File: src/rtl/sie_pkg.sv
package sie_pkg;
  localparam int unsigned IN_BITS    = 267;
  localparam int unsigned CODED_IN   = 189;
  localparam int unsigned OUT_BITS   = 456;
  localparam int unsigned CODED_OUT  = 2 * CODED_IN;
  localparam int unsigned TAIL_FIRST = 182;
  localparam int unsigned TAIL_BITS  = OUT_BITS - CODED_OUT;
  localparam int unsigned HIST_BITS  = 4;
  localparam int unsigned ILV_STEP   = 49;
  localparam int unsigned ILV_MOD    = 57;
  localparam int unsigned ILV_LANES  = 8;
  localparam int unsigned LANE_W     = $clog2(ILV_LANES);
  localparam int unsigned ACC_W      = $clog2(ILV_MOD);
  localparam int unsigned POS_W      = ACC_W + 1;
  localparam int unsigned CNT_W      = $clog2(OUT_BITS);

  typedef enum logic [1:0] {
    ST_IDLE = 2'd0,
    ST_LOAD = 2'd1,
    ST_EMIT = 2'd2
  } sie_state_e;
endpackage

File: src/rtl/sie_store.sv
module sie_store
  import sie_pkg::*;
(
  input  logic             clk_i,
  input  logic             rst_ni,
  input  logic             load_en_i,
  input  logic             load_bit_i,
  input  logic [CNT_W-1:0] load_idx_i,
  input  logic             emit_en_i,
  input  logic [CNT_W-1:0] emit_idx_i,
  output logic             coded_bit_o
);
  logic [CODED_IN-1:0]  coded_q;
  logic [TAIL_BITS-1:0] tail_q;
  logic [HIST_BITS-1:0] hist_q;  // hist_q[n] = d[k-1-n]

  logic in_coded, in_tail, emit_tail, emit_odd, cur;

  assign in_coded  = load_idx_i < CNT_W'(CODED_IN);
  assign in_tail   = (load_idx_i >= CNT_W'(TAIL_FIRST)) &&
                     (load_idx_i <  CNT_W'(TAIL_FIRST + TAIL_BITS));
  assign emit_tail = emit_idx_i >= CNT_W'(CODED_OUT);
  assign emit_odd  = emit_idx_i[0];
  assign cur       = coded_q[0];

  always_comb begin
    if (emit_tail)     coded_bit_o = tail_q[0];
    else if (emit_odd) coded_bit_o = cur ^ hist_q[0] ^ hist_q[2] ^ hist_q[3];
    else               coded_bit_o = cur ^ hist_q[2] ^ hist_q[3];
  end

  always_ff @(posedge clk_i or negedge rst_ni) begin
    if (!rst_ni) begin
      coded_q <= '0;
      tail_q  <= '0;
      hist_q  <= '0;
    end else if (load_en_i) begin
      // shift in from the top so bit 0 lands at index 0 after a full load
      if (in_coded) coded_q <= {load_bit_i, coded_q[CODED_IN-1:1]};
      if (in_tail)  tail_q  <= {load_bit_i, tail_q[TAIL_BITS-1:1]};
      if (load_idx_i == '0) hist_q <= '0;
    end else if (emit_en_i) begin
      if (emit_tail) begin
        tail_q <= {1'b0, tail_q[TAIL_BITS-1:1]};
      end else if (emit_odd) begin
        coded_q <= {1'b0, coded_q[CODED_IN-1:1]};
        hist_q  <= {hist_q[HIST_BITS-2:0], cur};
      end
    end
  end


  no_overlap_chk: assert property (@(posedge clk_i) disable iff (!rst_ni)
    !(load_en_i && emit_en_i));
endmodule

File: src/rtl/sie_addr.sv
module sie_addr
  import sie_pkg::*;
#(
  parameter int unsigned BLK_W = 6,
  localparam int unsigned FR_W = BLK_W + 3
) (
  input  logic             clk_i,
  input  logic             rst_ni,
  input  logic             clr_i,
  input  logic             step_i,
  input  logic [BLK_W-1:0] blk_i,
  output logic [FR_W-1:0]  frame_o,
  output logic [POS_W-1:0] pos_o
);
  logic [LANE_W-1:0] lane_q;
  logic [ACC_W-1:0]  acc_q, acc_next;
  logic [ACC_W:0]    acc_sum;

  // modular accumulator: acc tracks (ILV_STEP * j) mod ILV_MOD
  assign acc_sum  = {1'b0, acc_q} + (ACC_W+1)'(ILV_STEP);
  assign acc_next = (acc_sum >= (ACC_W+1)'(ILV_MOD)) ?
                    ACC_W'(acc_sum - (ACC_W+1)'(ILV_MOD)) : ACC_W'(acc_sum);

  always_ff @(posedge clk_i or negedge rst_ni) begin
    if (!rst_ni) begin
      lane_q <= '0;
      acc_q  <= '0;
    end else if (clr_i) begin
      lane_q <= '0;
      acc_q  <= '0;
    end else if (step_i) begin
      lane_q <= lane_q + 1'b1;
      acc_q  <= acc_next;
    end
  end

  assign frame_o = {1'b0, blk_i, 2'b00} + FR_W'(lane_q);
  assign pos_o   = {acc_q, lane_q[LANE_W-1]};


  acc_range_chk: assert property (@(posedge clk_i) disable iff (!rst_ni)
    acc_q < ACC_W'(ILV_MOD));

  acc_step_chk: assert property (@(posedge clk_i) disable iff (!rst_ni)
    step_i && !clr_i |=> acc_q != $past(acc_q));
endmodule

File: src/rtl/speech_ilv_encoder.sv
module speech_ilv_encoder
  import sie_pkg::*;
#(
  parameter int unsigned BLK_W = 6,
  localparam int unsigned FR_W = BLK_W + 3
) (
  input  logic             clk_i,
  input  logic             rst_ni,
  input  logic             in_valid_i,
  input  logic             in_start_i,
  input  logic             in_bit_i,
  input  logic [BLK_W-1:0] blk_idx_i,
  output logic             out_valid_o,
  output logic             out_bit_o,
  output logic [FR_W-1:0]  out_frame_o,
  output logic [POS_W-1:0] out_pos_o
);
  sie_state_e       state_q;
  logic [CNT_W-1:0] cnt_q, load_idx;
  logic [BLK_W-1:0] blk_q;
  logic             busy, take_start, load_en, load_last, emit_en, emit_last;

  assign busy       = state_q == ST_EMIT;
  assign take_start = in_valid_i && in_start_i && !busy;
  assign load_en    = in_valid_i && !busy && (in_start_i || state_q == ST_LOAD);
  assign load_idx   = take_start ? '0 : cnt_q;
  assign load_last  = load_en && (load_idx == CNT_W'(IN_BITS - 1));
  assign emit_en    = busy;
  assign emit_last  = busy && (cnt_q == CNT_W'(OUT_BITS - 1));

  always_ff @(posedge clk_i or negedge rst_ni) begin
    if (!rst_ni) begin
      state_q <= ST_IDLE;
      cnt_q   <= '0;
      blk_q   <= '0;
    end else if (busy) begin
      if (emit_last) begin
        state_q <= ST_IDLE;
        cnt_q   <= '0;
      end else begin
        cnt_q <= cnt_q + 1'b1;
      end
    end else if (load_en) begin
      if (take_start) blk_q <= blk_idx_i;
      if (load_last) begin
        state_q <= ST_EMIT;
        cnt_q   <= '0;
      end else begin
        state_q <= ST_LOAD;
        cnt_q   <= load_idx + 1'b1;
      end
    end
  end

  sie_store u_store (
    .clk_i       (clk_i),
    .rst_ni      (rst_ni),
    .load_en_i   (load_en),
    .load_bit_i  (in_bit_i),
    .load_idx_i  (load_idx),
    .emit_en_i   (emit_en),
    .emit_idx_i  (cnt_q),
    .coded_bit_o (out_bit_o)
  );

  sie_addr #(.BLK_W(BLK_W)) u_addr (
    .clk_i   (clk_i),
    .rst_ni  (rst_ni),
    .clr_i   (load_last),
    .step_i  (emit_en),
    .blk_i   (blk_q),
    .frame_o (out_frame_o),
    .pos_o   (out_pos_o)
  );

  assign out_valid_o = busy;


  emit_len_chk: assert property (@(posedge clk_i) disable iff (!rst_ni)
    $fell(out_valid_o) |-> $past(cnt_q) == CNT_W'(OUT_BITS - 1));

  emit_entry_chk: assert property (@(posedge clk_i) disable iff (!rst_ni)
    $rose(out_valid_o) |-> $past(load_en) && $past(load_idx) == CNT_W'(IN_BITS - 1));

  blk_hold_chk: assert property (@(posedge clk_i) disable iff (!rst_ni)
    out_valid_o && $past(out_valid_o) |-> blk_q == $past(blk_q));

  pos_range_chk: assert property (@(posedge clk_i) disable iff (!rst_ni)
    out_valid_o |-> out_pos_o < POS_W'(2 * ILV_MOD));
endmodule

File: config.mk
export PLATFORM = sky130hd
export DESIGN_NAME = speech_ilv_encoder
export DESIGN_NICKNAME = d
export VERILOG_FILES = /design/src/rtl/sie_pkg.sv /design/src/rtl/sie_store.sv /design/src/rtl/sie_addr.sv /design/src/rtl/speech_ilv_encoder.sv
export SDC_FILE = /design/constraint.sdc
export NUM_CORES = 1
export LEC_CHECK = 0
export ABC_CLOCK_PERIOD_IN_PS = 2700
export BUFFER_PORTS_ARGS = -buffer_cell sky130_fd_sc_hd__buf_2
export CORE_ASPECT_RATIO = 0.6
export CORE_MARGIN = 1.5
export CORE_UTILIZATION = 45
export CTS_CLUSTER_SIZE = 10
export DETAILED_ROUTE_END_ITERATION = 16
export HOLD_SLACK_MARGIN = 0.05
export PLACE_DENSITY = 0.66
export REMOVE_ABC_BUFFERS = 1
export SETUP_SLACK_MARGIN = 0.1
export SLEW_MARGIN = 20
export SYNTH_ARGS = -nofsm -noshare
export SYNTH_HDL_FRONTEND = slang
export SYNTH_SLANG_ARGS = --single-unit
File: constraint.sdc
create_clock -name clk_i -period 2.7 [get_ports clk_i]
set_clock_uncertainty 0.05 [all_clocks]
set_input_delay 0 -clock clk_i [delete_from_list [all_inputs] [get_ports clk_i]]
set_output_delay 0 -clock clk_i [all_outputs]
set_load 0.01 [all_outputs]
==> run metrics <==
status=completed; Worst path top cell family by delay=flip-flops; Synth async-reset ratio=100%; maximum net fanout on the critical path=32; buffers plus inverters on the worst setup path=2; mean instance size in the synthesized netlist=roughly 15 µm²; switching part of the total=about a quarter; wire length reported by the detailed router=18200 µm; Reg2Reg Setup Slack=approximately 0.24 ns; largest net degree at the start of global routing=84; share of total power in the clock network=39.0%; Residual DRC=0; Setup Crit Path Kind=reg -> reg; busiest metal layer after global routing=met1; M1 GR Usage=between 20% and 30%; Critical Path Max Stage Delay=about 0.51 ns; Final Power=approximately 0.01 W; peak ir drop on the vdd network=around 0.00046 V; setup slack of the critical path after layout=0.243 ns; Final setup violation count=0; Port-buffer cells=28; buffers inserted during post-CTS setup optimization=0; number of violations reported at the end of detailed-routing iteration 0=322; share of the cycle needed by the critical path after routing=91.0%; Cell Area, Synth=between 0.01 and 0.015 mm²; setup repair after global routing missed its margin=no; Register-to-Register Path Depth=9; via count of the first global-routing pass=between 6000 and 7000; remaining number of nets flagged by the antenna check after routing=0; Post-Place Setup Slack=~0.26 ns; insertion delay of the later-clocked pin in the worst-skew pair=just over 0.5 ns; count of pins on the block boundary=29; distinct cell type count after synthesis=60; initial core utilization=a little under half; Post-Syn Instances=between 800 and 900; number of stages on the worst setup path=9; GR met3 Demand/Resource=under 10%; arrival time at the worst endpoint=between 2 and 3 ns; via count=~6300; Area contributors post-synth=dfrtp_1, mux2_2, mux2_1; row count=46; chip width=~210 µm; average via count per standard cell=5.08; worst flop-to-flop path endpoint=u_store.coded_q[157]; Antenna diodes=0; Num CTS Buffers=35; worst slew margin relative to its limit=57.2%; TritonCTS clock tree=done; Die Area=between 0.02 and 0.03 mm²; Synth Register Bits=297; most frequent standard cell in the layout excluding fill and tap cells=dfrtp_1; Int Power=roughly 0.0077 W; Synth Warn #=0; critical path startpoint category=flop; Placed Instance Area=0.0128 mm²; part of the total power dissipated in combinational logic=12.3%; reported net switching power=approximately 0.0025 W; met2 usage in global routing=slightly below 20%; kind of capture point of the worst setup path=flop; global routing usage summed across all routing layers=between 10% and 20%; fin util=around 53%; total grt overflow=0; area growth from synthesis to layout=15.2%; top library cells by usage in the layout, fill and taps aside=dfrtp_1, mux2_2, nand2_1, clkbuf_16, mux2_1; total non-filler cell area in the finished layout=roughly 0.014 mm²; beginning of the worst register-to-register path=cnt_q[1]; root buffer selected by CTS=clkbuf_16; Pwr Density=737 mW/mm²; wire length of the first global-routing pass=32400 µm; DIE HEIGHT=about 130 µm; area of the core=about 0.026 mm²; portion of the post-synthesis area used by sequential elements=between 60% and 70%; number of enable flip-flop cells after synthesis=0; area share of the largest cell type after synthesis=roughly three fifths; fraction of final layout cells sized beyond drive strength 1=a little under two fifths; number of H-tree levels=2; max-slew violation count=0; most used flip-flop cell after synthesis=dfrtp_1; slew of the pin with the lowest slew margin=around 0.64 ns; half-perimeter wire length of the detailed placement result=~11000 µm; slowest CP cell=dfrtp_1; # Max-Cap Violations=0; portion of total power attributed to sequential cells=48.7%; count of TritonRoute iterations in the first routing pass=5; clk slew on worst S/H paths=roughly 0.06 ns; worst hold slack=0.0514 ns; Max Root-Sink Buffers=3; clock net sink count=297; critical path required time=~3 ns; worst path cell trace=ha_1 > nor3_1 > nor3_1 > o21ai_1 > and3_1 > o21ai_4 > buf_12 > buf_12 > mux2_2; final net count=around 900; minimum clock period after layout=about 2.5 ns; placer's final routability congestion estimate=between 0.8 and 0.9; initial antenna violation count=0; Leakage=between 6 and 7 nW; path type of the worst min-delay path=in -> async; Max Fclk=0.407 GHz; most area-hungry cell type in the Yosys netlist=dfrtp_1; wire length per cell after detailed routing=approximately 15 µm; count of endpoints failing hold in the final timing report=0
[registers in the layout (all words and copies together), names as in the netlist]
register	cells
u_addr.lane_q	3
u_store.hist_q	4
cnt_q	9
u_store.coded_q	189
u_store.tail_q	78
blk_q	6
u_addr.acc_q	6
state_q	2
[repair_timing]
item | in CTS | in global routing
endpoints found under the hold margin | 270 | 0
setup endpoints to repair | 0 | 2
gates resized for setup | 0 | 2
hold buffers | 17 | 0
[final cells by class]
type                    count  area, µm²
clock buffers              36        901
clock inverters             3       30.0
fillers                  2227      12500
inverters                  11       41.3
multi-input cells         470       4320
flip-flops and latches    297       7430
well taps                 360        450
repair buffers             73        706
[cells by family (layout without fill, tap and decap cells)]
logic type               Yosys count  count (layout)  share of synthesized area (%)
flip-flops                       297             297                           61.7
multiplexers                     269             269                           25.1
AND/OR/NAND/NOR                  117             117                           4.74
AO/OA/AOI/OAI                     60              60                           3.81
buffers and inverters             54             123                           2.60
XOR/XNOR                          14              14                           1.02
adder cells (fa/ha/maj)           10              10                           1.04
[worst reg2reg max path, stage by stage, from the launching register on]
cell and delay (ns):
dfrtp_1 0.51, ha_1 0.21, nor3_1 0.04, nor3_1 0.14, o21ai_1 0.11, and3_1 0.25
o21ai_4 0.22, buf_12 0.22, buf_12 0.22, mux2_2 0.37
[cells in the mapped netlist (all sizes together), types with 3 or more instances]
master / instances
dfrtp: 297
mux2: 266
nand2: 47
buf: 30
nor2: 20
o21ai: 17
clkbuf: 13
nand3: 13
inv: 11
ha: 10
a22o: 8
a21oi: 7
xnor2: 7
xor2: 7
and2: 6
and3: 6
nor3: 6
nand2b: 5
a31oi: 3
mux2i: 3
nor2b: 3
o21bai: 3
[metal layers]
metal | part of all wire [%] | vias to the layer above
li1 | - | 3046
met1 | 54 | 3177
met2 | 40 | 93
met3 | 4.2 | 30
met4 | 1.9 | 0
met5 | 0 | -
[how the worst max path moves through the flow]
| stage | slack (ns) | end | start |
|---|---|---|---|
| after floorplan | -2.27 | u_store.coded_q[0] | state_q[0] |
| after global placement | 0.30 | u_store.coded_q[180] | cnt_q[1] |
| after detailed placement | 0.26 | u_addr.acc_q[5] | state_q[0] |
| after CTS | 0.25 | cnt_q[8] | state_q[0] |
| after global routing | 0.11 | u_store.coded_q[121] | cnt_q[1] |
| final | 0.24 | u_store.coded_q[157] | cnt_q[1] |
[through the flow]
step / setup TNS, ns / std cells
2_1_floorplan: -493.51 / 778
3_3_place_gp: 0 / 1194
3_5_place_dp: 0 / 1194
4_1_cts: 0 / 1250
5_1_grt: 0 / 1250
6_report: 0 / 1250
[power by group through the flow]
stage | Combinational (W) | Sequential, W | Clock, W
global route | 0.00140 | 0.00504 | 0.00433
detailed placement | 0.00124 | 0.00505 | 0
CTS | 0.00126 | 0.00498 | 0.00414
finish | 0.00126 | 0.00498 | 0.00399
floorplan | 0.000796 | 0.00503 | 0
global placement | 0.00122 | 0.00505 | 0
No activity file was read; power rests on OpenSTA's default activity.
